### config.mk
export PLATFORM = sky130hd
export DESIGN_NAME = pfd_edge_detector
export DESIGN_NICKNAME = d
export VERILOG_FILES = /design/src/rtl/pfd_pkg.sv /design/src/rtl/pfd_edge_sync.sv /design/src/rtl/pfd_capture.sv /design/src/rtl/pfd_flags.sv /design/src/rtl/pfd_edge_detector.sv
export SDC_FILE = /design/constraint.sdc
export NUM_CORES = 1
export LEC_CHECK = 0
export BUFFER_PORTS_ARGS = -buffer_cell sky130_fd_sc_hd__buf_2
export CAP_MARGIN = 20
export CORE_AREA = 2 2 39 41
export CTS_BUF_LIST = sky130_fd_sc_hd__clkbuf_16
export DETAILED_ROUTE_END_ITERATION = 16
export DIE_AREA = 0 0 41 43
export GPL_ROUTABILITY_DRIVEN = 0
export PLACE_DENSITY = 0.49
export SETUP_SLACK_MARGIN = 0.3
export SYNTH_ARGS = -nofsm -noshare
export SYNTH_HDL_FRONTEND = slang
export SYNTH_SLANG_ARGS = --single-unit
### constraint.sdc
create_clock -name clk -period 1.45 [get_ports clk]
set_input_delay 0.29 -clock clk [delete_from_list [all_inputs] [get_ports clk]]
set_output_delay 0.29 -clock clk [all_outputs]
set_load 0.1 [all_outputs]
### src/rtl/pfd_pkg.sv
package pfd_pkg;

    // Pair of phase-error flops: lead of reference (up) or feedback (dn)
    typedef struct packed {
        logic up;
        logic dn;
    } pfd_pair_t;

    // Minimum synchronizer depth accepted by the edge stage
    localparam int PFD_MIN_SYNC = 2;

endpackage

### src/rtl/pfd_edge_sync.sv
module pfd_edge_sync #(
    parameter int STAGES = 2
) (
    input  logic clk,
    input  logic rst_n,
    input  logic din,
    output logic rise_o
);
    localparam int LAST = STAGES - 1;

    typedef struct packed {
        logic [STAGES-1:0] sh;
        logic              prev;
    } sync_state_t;

    sync_state_t st_d, st_q;

    always_comb begin
        st_d      = st_q;
        st_d.sh   = {st_q.sh[STAGES-2:0], din};
        st_d.prev = st_q.sh[LAST];
    end

    always_ff @(posedge clk or negedge rst_n) begin
        if (!rst_n) st_q <= '0;
        else        st_q <= st_d;
    end

    assign rise_o = st_q.sh[LAST] & ~st_q.prev;

    // an edge report is a single-cycle pulse
    p_edge_pulse_r9: assert property (@(posedge clk) disable iff (!rst_n)
        rise_o |=> !rise_o);

endmodule

### src/rtl/pfd_capture.sv
module pfd_capture
    import pfd_pkg::*;
(
    input  logic      clk,
    input  logic      rst_n,
    input  logic      ref_rise,
    input  logic      fb_rise,
    output pfd_pair_t pair_o
);
    pfd_pair_t pair_d, pair_q;
    pfd_pair_t set_w;

    always_comb begin
        set_w.up = pair_q.up | ref_rise;
        set_w.dn = pair_q.dn | fb_rise;
        pair_d   = set_w;
        if (set_w.up && set_w.dn) begin
            pair_d = '0;
        end
    end

    always_ff @(posedge clk or negedge rst_n) begin
        if (!rst_n) pair_q <= '0;
        else        pair_q <= pair_d;
    end

    assign pair_o = pair_q;

    p_exclusive_r6: assert property (@(posedge clk) disable iff (!rst_n)
        !(pair_q.up && pair_q.dn));

    p_set_up_r2: assert property (@(posedge clk) disable iff (!rst_n)
        (ref_rise && !fb_rise && !pair_q.dn) |=> pair_q.up);

    p_set_dn_r3: assert property (@(posedge clk) disable iff (!rst_n)
        (fb_rise && !ref_rise && !pair_q.up) |=> pair_q.dn);

    p_clear_up_r4: assert property (@(posedge clk) disable iff (!rst_n)
        (pair_q.up && fb_rise) |=> (!pair_q.up && !pair_q.dn));

    p_clear_dn_r4: assert property (@(posedge clk) disable iff (!rst_n)
        (pair_q.dn && ref_rise) |=> (!pair_q.up && !pair_q.dn));

    p_coincide_r5: assert property (@(posedge clk) disable iff (!rst_n)
        (ref_rise && fb_rise) |=> (!pair_q.up && !pair_q.dn));

    p_hold_up_r10: assert property (@(posedge clk) disable iff (!rst_n)
        (pair_q.up && !fb_rise) |=> pair_q.up);

    p_hold_dn_r10: assert property (@(posedge clk) disable iff (!rst_n)
        (pair_q.dn && !ref_rise) |=> pair_q.dn);

endmodule

### src/rtl/pfd_flags.sv
module pfd_flags
    import pfd_pkg::*;
(
    input  logic      clk,
    input  logic      rst_n,
    input  pfd_pair_t pair_i,
    output logic      event_o,
    output logic      dir_o
);
    typedef struct packed {
        logic dir;
    } flag_state_t;

    flag_state_t fl_d, fl_q;
    logic        dir_w;

    always_comb begin
        if (pair_i.up)      dir_w = 1'b1;
        else if (pair_i.dn) dir_w = 1'b0;
        else                dir_w = fl_q.dir;
        fl_d.dir = dir_w;
    end

    always_ff @(posedge clk or negedge rst_n) begin
        if (!rst_n) fl_q <= '0;
        else        fl_q <= fl_d;
    end

    assign event_o = pair_i.up | pair_i.dn;
    assign dir_o   = dir_w;

    p_dir_up_r8: assert property (@(posedge clk) disable iff (!rst_n)
        pair_i.up |-> dir_o);

    p_dir_dn_r8: assert property (@(posedge clk) disable iff (!rst_n)
        pair_i.dn |-> !dir_o);

    p_dir_hold_r8: assert property (@(posedge clk) disable iff (!rst_n)
        $fell(event_o) |-> $stable(dir_o));

endmodule

### src/rtl/pfd_edge_detector.sv
module pfd_edge_detector
    import pfd_pkg::*;
#(
    parameter int SYNC_STAGES = 2
) (
    input  logic clk,
    input  logic rst_n,
    input  logic ref_in,
    input  logic fb_in,
    output logic up,
    output logic down,
    output logic event_out,
    output logic direction
);
    logic      ref_rise;
    logic      fb_rise;
    pfd_pair_t pair;

    initial begin
        if (SYNC_STAGES < PFD_MIN_SYNC)
            $error("SYNC_STAGES below minimum");
    end

    pfd_edge_sync #(.STAGES(SYNC_STAGES)) u_sync_ref (
        .clk    (clk),
        .rst_n  (rst_n),
        .din    (ref_in),
        .rise_o (ref_rise)
    );

    pfd_edge_sync #(.STAGES(SYNC_STAGES)) u_sync_fb (
        .clk    (clk),
        .rst_n  (rst_n),
        .din    (fb_in),
        .rise_o (fb_rise)
    );

    pfd_capture u_capture (
        .clk      (clk),
        .rst_n    (rst_n),
        .ref_rise (ref_rise),
        .fb_rise  (fb_rise),
        .pair_o   (pair)
    );

    pfd_flags u_flags (
        .clk     (clk),
        .rst_n   (rst_n),
        .pair_i  (pair),
        .event_o (event_out),
        .dir_o   (direction)
    );

    assign up   = pair.up;
    assign down = pair.dn;

endmodule

# Word level (Yosys, flattened, before mapping)
# Index checks and enable logic that the tools add are counted.
[word_totals]
register_bits = 9
in_bits = 4
wordCells = 18
[op_classes]
n_mux = 3
bitwise_logic = 7
n_reduce_logical = 1
[op_table]
columns = ["cell", "n"]
rows = [
  ["bitwise OR 1 bit", 3],
  ["bitwise AND 1 bit", 2],
  ["2-to-1 mux 1 bit", 2],
  ["2-to-1 mux 2 bit", 1],
  ["NOT 1 bit", 2],
  ["logical AND 1 bit", 1],
]

# Logic depth before layout (Yosys ltp)
# Gate-level depths: netlist (run 1).
[depth]
word_depth = 5
mapped_depth = 2
ltp_nobuf = 2

# Cells and area by module
# From an unflattened synthesis (run 1), not the netlist that was laid out.
[unflattened]
hier_cells = 17
hier_area_um2 = 289.0
[by_module_without_submodules]
columns = ["mod", "n_inst", "cells_each", "area_per_inst_um2", "seq_area_each_um2"]
rows = [
  ["pfd_edge_sync", 2, 4, 88.8, 75.1],
  ["pfd_capture", 1, 5, 68.8, 50.0],
  ["pfd_flags", 1, 4, 42.5, 25.0],
]

# Worst setup path before layout (run 1)
# No wires, ideal clock.
[synth_path]
kind = "register to output"
startpoint = "register u_capture.pair_q, in the netlist u_capture.pair_o[0]"
endpoint = "output direction"
arrival_ps = 2302
t_required_ps = 1160
path_slack_ps = -1142
path_stages_with_launch = 2
cell_sequence = "dfrtp_1 -> o21ai_1"
[synth_between]
elab_chain_len = 2
[synth_rtl]
columns = ["item", "line", "text"]
rows = [
  ["start, declared", "pfd_capture.sv:10", "pfd_pair_t pair_d, pair_q;"],
  ["start signal, assigned", "pfd_capture.sv:24", "else pair_q <= pair_d;"],
  ["2-to-1 mux 1 bit", "pfd_flags.sv:19", "else if (pair_i.dn) dir_w = 1'b0;"],
  ["2-to-1 mux 1 bit", "pfd_flags.sv:18", "if (pair_i.up) dir_w = 1'b1;"],
  ["end, declared", "pfd_edge_detector.sv:13", "output logic direction"],
]
# No other way between the ends.

# Worst setup path after layout (run 1)
# Same ends and word-level chain as after synthesis.

==> results of run 1 <==
[Yosys cell counts]
cell type | instances | share of area
inv_1 | 2 | 0.026
a211oi_2 | 1 | 0.043
or2_1 | 1 | 0.021
nor2b_4 | 1 | 0.047
nand2b_4 | 1 | 0.047
dfrtp_1 | 9 | 0.77
o211a_1 | 1 | 0.034
o21ai_1 | 1 | 0.017
[what timing repair did]
action / 4_1_cts / 5_1_grt
endpoints found under the setup margin: 4 / 3
pin swaps: 1 / 1
hold endpoints to repair: 9 / 0
gates resized for setup: 8 / 0
setup buffers: 1 / 1
hold buffers: 1 / 0
[flip-flops by register name (all words and copies together) (netlist names)]
register and count:
u_sync_ref.st_d 2, u_sync_ref.st_q 1, u_capture.pair_o 2, u_flags.fl_q 1
u_sync_fb.st_q 1, u_sync_fb.st_d 2
[cell families (layout without fill, tap and decap cells)]
family                 Yosys count  count (layout)  share of synthesized area
AND/OR/NAND/NOR                  3               3                      0.115
buffers and inverters            2              17                     0.0255
AO/OA/AOI/OAI                    3               3                     0.0936
flip-flops                       9               9                      0.766
[worst reg2reg max path: stages (launching register included)]
cell and delay (ns):
dfrtp_4 0.47, buf_6 0.13, buf_4 0.14, o211a_1 0.21
[area by class of cell]
| type | instances | area [µm²] | area share |
|---|---|---|---|
| clock buffers | 3 | 75.1 | 0.141 |
| clock inverters | 1 | 3.75 | 0.00703 |
| inverters | 2 | 7.51 | 0.0141 |
| multi-input cells | 6 | 75.1 | 0.141 |
| flip-flops and latches | 9 | 230 | 0.431 |
| well taps | 16 | 20.0 | 0.0375 |
| repair buffers | 11 | 123 | 0.230 |
[path summary, 6_finish.rpt]
check	startpoint	to	depth (start not counted)
min in group asynchronous	rst_n	u_sync_fb.st_d[0]	2
setup reg to reg	u_capture.pair_o[0]	u_capture.pair_o[0]	3
hold reg to reg	u_sync_ref.st_d[2]	u_sync_ref.st_d[0]	0
hold / removal	fb_in	u_sync_fb.st_d[2]	1
setup / recovery	u_capture.pair_o[0]	direction	3
max in group asynchronous	rst_n	u_capture.pair_o[0]	2
[cells in the final DEF (no fill, tap or decap)]
| cell type | Yosys | layout |
|---|---|---|
| or2_4 | 0 | 1 |
| inv_1 | 2 | 3 |
| a211oi_2 | 1 | 1 |
| dfrtp_2 | 0 | 1 |
| buf_6 | 0 | 2 |
| o21ai_4 | 0 | 1 |
| dfrtp_4 | 0 | 1 |
| nand2b_4 | 1 | 1 |
| buf_4 | 0 | 2 |
| clkbuf_16 | 0 | 3 |
| dfrtp_1 | 9 | 7 |
| o211a_1 | 1 | 1 |
| buf_12 | 0 | 3 |
| dlygate4sd3_1 | 0 | 1 |
| buf_2 | 0 | 3 |
| nor2b_4 | 1 | 1 |
[per-stage QoR]
stage,TNS [ns],util,worst slack (ns),instances
after floorplan,-0.102,-,-0.0658,17
after global placement,0,0.291,0.143,41
after detailed placement,0,0.291,0.132,41
after CTS,-0.0330,0.381,-0.0330,47
after global routing,-0.0356,0.386,-0.0356,48
final,-0.00533,0.386,-0.00533,48
[routing by layer]
layer,vias to the layer above,wire (µm),GRT usage
met1,84,170,0.0673
met5,-,0,0
li1,84,-,-
met3,2,51,0.0785
met4,0,14,0.0600
met2,9,227,0.0969
[power groups by stage]
stage / Combinational, mW / Sequential [mW] / Clock (mW)
after floorplan: 0.168 / 0.362 / 0
after global placement: 0.327 / 0.295 / 0
after detailed placement: 0.329 / 0.297 / 0
after CTS: 0.374 / 0.296 / 0.482
after global routing: 0.398 / 0.299 / 0.503
final: 0.385 / 0.296 / 0.471
==> impl_metrics.ini, run 1 <==
[sta]
min_period_ns = 1.46
setup_viol = 1
timing.fmax_mhz = 687
clock_skew_ns = 0.00392
holdWs_ns = 0.166
hold_viol = 0
maxSlewViolCount = 0
slew_headroom = 0.866
rsz0062_at_grt = yes
finalWorstSetupSlack_ns = -0.00533
worst_pin_slew_ns = 0.201
fin_crit_sh = 1.00

[routing]
firstDrtPassIters = 1
ant_nets = 0
wirelength_um = 463
drt_iter0_drc = 0
wl_per_cell_um = 9.65
viasPerCell = 3.73
drc = 0
vias = 179

[setup_path]
cp_slowest_cell = dfrtp_4
timing_worst_setup_path_type = register to output port
cp-start-kind = register
crit_required_ns = 1.16
cpLargestDelayFamily = flip-flops
cp.arrival_ns = 1.17
endpoint_kind = output port
cp_num_buf_inv = 2
crit_fanout = 2
regToRegSetupSlack_ns = 0.39
critPathMaxStageDelay_ns = 0.47
path_cells = buf_6 > o21ai_4 > buf_12

[place]
placed_area_um2 = 403
io_buffers = 7

[floorplan]
die_x_um = 41
die-area_um2 = 1760
start_util = 0.212
core_area_um2 = 1380
pin_count = 8
fp.dieH_um = 43
rows = 14

[cells_and_area]
area_growth_pct = 81.7
fillers = 134
fin_area_um2 = 534
nNetsFinal = 37
drive_above_1_share = 0.625
antenna_cells = 0

[clock_network]
cts_tree = done
clk_latency_ns = 0.23
cts_root_buffer = clkbuf_16
cts.sinks = 9
path_clk_slew_ns = 0.04
h-tree-depth = 1
numCtsBuffers = 3
cts_max_path_buffers = 2

[global_routing]
track_usage = 0.0764
grt_pass1_vias = 188
grt_start_max_net_pins = 10
grt_first_pass_wirelength_um = 759
globalRoute.totalOverflow = 0
antenna_found_initial = 0

[power]
p_seq_frac = 0.257
power_frac_comb = 0.335
power.leakage_nw = 0.257
peakVddDrop_v = 0.000896
p_sw_uw = 366
p_clk_frac = 0.409
power.density_nw_per_um2 = 2160
swShare = 0.318
total_power_mw = 1.15
p_int_uw = 786

[run_status]
status = complete, but fails checks
violations = negative setup slack

[synthesis]
syn_area_per_cell_um2 = 17.3
synth-seq-cells = 9
yosysWarnings = 0
synth_seq_area_share = 0.766
synth_nets = 21
syn-instance-count = 17
synth_cell_type_count = 8
syn_area_um2 = 294

[job]
maxCapViolations = 0

[min_path]
hp-class = primary input to register
(Power assumes the default switching activity.)
==> inputs of run 2 (changes only) <==
--- a/config.mk
+++ b/config.mk
@@ -13,6 +13,7 @@
 export DIE_AREA = 0 0 41 43
 export GPL_ROUTABILITY_DRIVEN = 0
 export PLACE_DENSITY = 0.49
+export REMOVE_ABC_BUFFERS = 1
 export SETUP_SLACK_MARGIN = 0.3
 export SYNTH_ARGS = -nofsm -noshare
 export SYNTH_HDL_FRONTEND = slang
==> impl_metrics.ini, run 2 (synthesis results as in run 1) <==
[run_status]
status = finished clean

[cells_and_area]
final_common_cell = dfrtp_1
nNetsFinal = 35
area_growth_pct = 67.2
fin_util = 0.355
multiInputGateArea_um2 = 65.1
fillers = 141
final_cell_mix = 9 x dfrtp_1, 3 x inv_1, 3 x clkbuf_16, 3 x buf_2
antenna_cells = 0
drive_above_1_share = 0.500
seq_area_um2 = 225

[global_routing]
grt_first_pass_wirelength_um = 841
globalRoute.totalOverflow = 0
grt_start_max_net_pins = 10
antenna_found_initial = 0
track_usage = 0.0815
grt_pass1_vias = 225

[sta]
holdWs_ns = 0.167
worst_pin_slew_ns = 0.277
finalWorstSetupSlack_ns = 0.0782
slew_headroom = 0.817
hold_viol = 0
clock_skew_ns = 0.00351
setup_viol = 0
maxSlewViolCount = 0
fin_crit_sh = 0.946
timing.fmax_mhz = 729
rsz0062_at_grt = yes
min_period_ns = 1.37

[place]
io_buffers = 7
place_ws_ns = 0.243
dpl.hpwl_um = 284

[clock_network]
cts_tree = done
cts.sinks = 9
clk_latency_ns = 0.23
h-tree-depth = 1
cts_max_path_buffers = 2
numCtsBuffers = 3
cts_root_buffer = clkbuf_16
path_clk_slew_ns = 0.04

[floorplan]
core_area_um2 = 1380
start_util = 0.212
fp.dieH_um = 43
rows = 14
pin_count = 8
die-area_um2 = 1760
die_x_um = 41

[power]
peakVddDrop_v = 0.000926
total_power_mw = 1.10
power.density_nw_per_um2 = 2240
power.leakage_nw = 0.245

[routing]
viasPerCell = 3.89
wirelength_um = 475
firstDrtPassIters = 1
vias = 179
drt_iter0_drc = 0
wl_per_cell_um = 10.3
drc = 0
ant_nets = 0

[setup_path]
crit_fanout = 3
endpoint_kind = output port
cp.arrival_ns = 1.08
crit_required_ns = 1.16
cp-start-kind = register
timing_worst_setup_path_type = register to output port

[job]
maxCapViolations = 0

[min_path]
hp-class = primary input to register
run 2: critical path, cell delays in order, from the launching register on:
cell and delay (ns):
dfrtp_1 0.40, or2_1 0.27, buf_12 0.18
run 2: timing repair:
| action | 4_1_cts | 5_1_grt |
|---|---|---|
| resized for setup | 8 | 1 |
| endpoints found under the hold margin | 9 | 0 |
| pin swaps | 2 | 0 |
| hold buffers | 1 | 0 |
| setup endpoints to repair | 4 | 4 |
| setup buffers | 1 | 0 |
run 2: layout make-up:
type | instances | share of cell area
inverters | 2 | 0.0153
clock inverters | 1 | 0.00763
well taps | 16 | 0.0407
flip-flops and latches | 9 | 0.458
repair buffers | 9 | 0.193
clock buffers | 3 | 0.153
multi-input cells | 6 | 0.132
run 2: per-layer routing:
metal / vias up / GRT usage / routed length, µm
met5: - / 0 / 0
met4: 0 / 0.0600 / 0
met3: 0 / 0.0628 / 51
met2: 10 / 0.134 / 269
met1: 89 / 0.0539 / 153
li1: 80 / - / -
run 2: metrics by stage:
| step | instance area (µm²) | TNS, ns | instances |
|---|---|---|---|
| 2_1_floorplan | 294 | -2.87 | 17 |
| 3_3_place_gp | 364 | 0 | 40 |
| 5_1_grt | 492 | 0 | 46 |
| 4_1_cts | 488 | 0 | 46 |
| 6_report | 492 | 0 | 46 |
| 3_5_place_dp | 364 | 0 | 40 |
run 2: path summary, 6_finish.rpt:
path	depth (start not counted)	slack, ns	start	endpoint
min reg2reg	0	0.35	u_sync_ref.st_d[2]	u_sync_ref.st_d[0]
max reg2reg	2	0.55	u_capture.pair_o[0]	u_capture.pair_o[0]
min in group asynchronous	2	0.45	rst_n	u_sync_ref.st_q[0]
min	1	0.17	ref_in	u_sync_ref.st_d[2]
max in group asynchronous	2	0.83	rst_n	u_sync_fb.st_q[0]
max	2	0.08	u_capture.pair_o[1]	event_out
run 2: power breakdown:
| group | switching [mW] | internal, mW | total, mW |
|---|---|---|---|
| Clock | 0.112 | 0.359 | 0.472 |
| Combinational | 0.226 | 0.107 | 0.333 |
| Sequential | 0.0165 | 0.279 | 0.295 |
| Total | 0.355 | 0.745 | 1.10 |
==> inputs of run 3 (changes only) <==
--- a/config.mk
+++ b/config.mk
@@ -12,7 +12,7 @@
 export DETAILED_ROUTE_END_ITERATION = 16
 export DIE_AREA = 0 0 41 43
 export GPL_ROUTABILITY_DRIVEN = 0
-export PLACE_DENSITY = 0.49
+export PLACE_DENSITY = 0.51
 export REMOVE_ABC_BUFFERS = 1
 export SETUP_SLACK_MARGIN = 0.3
 export SYNTH_ARGS = -nofsm -noshare
==> constraint.sdc (replaced) <==
create_clock -name clk -period 1.26 [get_ports clk]
set_input_delay 0.252 -clock clk [delete_from_list [all_inputs] [get_ports clk]]
set_output_delay 0.252 -clock clk [all_outputs]
set_load 0.1 [all_outputs]
==> impl_metrics.ini, run 3 (synthesis results as in run 1) <==
[run_status]
status = complete, but fails checks
violations = negative setup slack

[min_path]
min_path_cells = 1
holdPathEnd = u_sync_ref.st_d[2]
hp-class = primary input to register
hold_path_startpoint = ref_in

[setup_path]
endpoint_kind = output port
r2r-end = u_capture.pair_o[0]
critPathMaxStageDelay_ns = 0.43
crit_required_ns = 1.01
cp_slowest_cell = dfrtp_2
cpLargestDelayFamily = flip-flops
path_cells = or2_4 > buf_12
r2r_cells = 2
r2r_start = u_capture.pair_o[0]
startpoint = u_capture.pair_o[0]
cp-start-kind = register
timing_worst_setup_path_type = register to output port
regToRegSetupSlack_ns = 0.34
cp.arrival_ns = 1.08
cp_num_buf_inv = 1
crit_fanout = 4

[place]
io_buffers = 7
placed_area_um2 = 409
place_inst = 42

[power]
peakVddDrop_v = 0.00125
power.leakage_nw = 0.265
power.density_nw_per_um2 = 2480

[sta]
timing.fmax_mhz = 752
clock_skew_ns = 0.00299
rsz0062_at_grt = yes
maxSlewViolCount = 0
finalWorstSetupSlack_ns = -0.0691
setup_viol = 2
hold_viol = 0
fin_crit_sh = 1.05
worst_pin_slew_ns = 0.200
slew_headroom = 0.867
min_period_ns = 1.33

[floorplan]
die_x_um = 41
die-area_um2 = 1760
fp.dieH_um = 43
pin_count = 8
start_util = 0.212
rows = 14
core_area_um2 = 1380

[clock_network]
cts.sinks = 9
cts_max_path_buffers = 2
cts_root_buffer = clkbuf_16
h-tree-depth = 1
clk_latency_ns = 0.23
cts_tree = done
numCtsBuffers = 3
path_clk_slew_ns = 0.04

[global_routing]
grt_first_pass_wirelength_um = 862
antenna_found_initial = 0
track_usage = 0.0796
grt_pass1_vias = 201
globalRoute.totalOverflow = 0
grt_start_max_net_pins = 10

[routing]
firstDrtPassIters = 4
drt_iter0_drc = 3
ant_nets = 0
wl_per_cell_um = 10.3
viasPerCell = 3.84
wirelength_um = 505
drc = 0
vias = 188

[cells_and_area]
drive_above_1_share = 0.606
area_growth_pct = 84.7
final_cell_mix = 8 x dfrtp_1, 4 x buf_12, 4 x buf_4
fin_area_um2 = 543
nNetsFinal = 38
antenna_cells = 0
instances_no_fill = 49
final_common_cell = dfrtp_1

[job]
maxCapViolations = 0
==> run 3: changes by cell type in the layout (fill, tap and decap cells not counted), sizes merged <==
cell,delta
buf,+3
==> run 3: report_power, final <==
part | switching [mW] | leakage, nW | internal, mW
registers | 0.0196 | 0.106 | 0.322
logic | 0.278 | 0.117 | 0.178
clock network | 0.134 | 0.0423 | 0.414
==> run 3: stage by stage <==
step	TNS (ns)	power, mW	utilization	hold slack (ns)	setup slack [ns]
floorplan	-3.59	0.583	-	-0.0436	-1.32
detailed placement	0	0.720	0.296	0.112	0.0769
global placement	0	0.715	0.296	0.101	0.0988
finish	-0.0928	1.35	0.392	0.126	-0.0691
CTS	-0.0994	1.36	0.392	0.122	-0.0754
global route	-0.154	1.39	0.392	0.119	-0.0907
==> run 3: layer usage <==
layer	share of wire	global-route usage
met5	0	0
met1	0.38	0.0881
met3	0.10	0.0628
met2	0.50	0.106
met4	0.020	0.0400
==> run 3: what timing repair did <==
item                                   in CTS  in global routing
setup endpoints to repair                   4                  4
endpoints found under the hold margin       9                  0
buffers inserted                            2                  0
resized for setup                           8                  0
pin swaps                                   2                  0
hold buffers                                1                  0
==> run 3: layout make-up <==
type	instances	area [µm²]
clock buffers	3	75.1
fillers	132	841
repair buffers	12	135
multi-input cells	6	75.1
inverters	2	7.51
flip-flops and latches	9	226
clock inverters	1	3.75
well taps	16	20.0
==> run 3: worst max path at each step <==
stage                               to  slack [ns]  depth (start not counted)
after floorplan           u_flags.fl_q       -1.32                          1
after detailed placement     event_out        0.08                          2
after global placement       event_out         0.1                          2
after CTS                    event_out       -0.08                          2
after global routing         event_out       -0.09                          2
final                        event_out       -0.07                          2
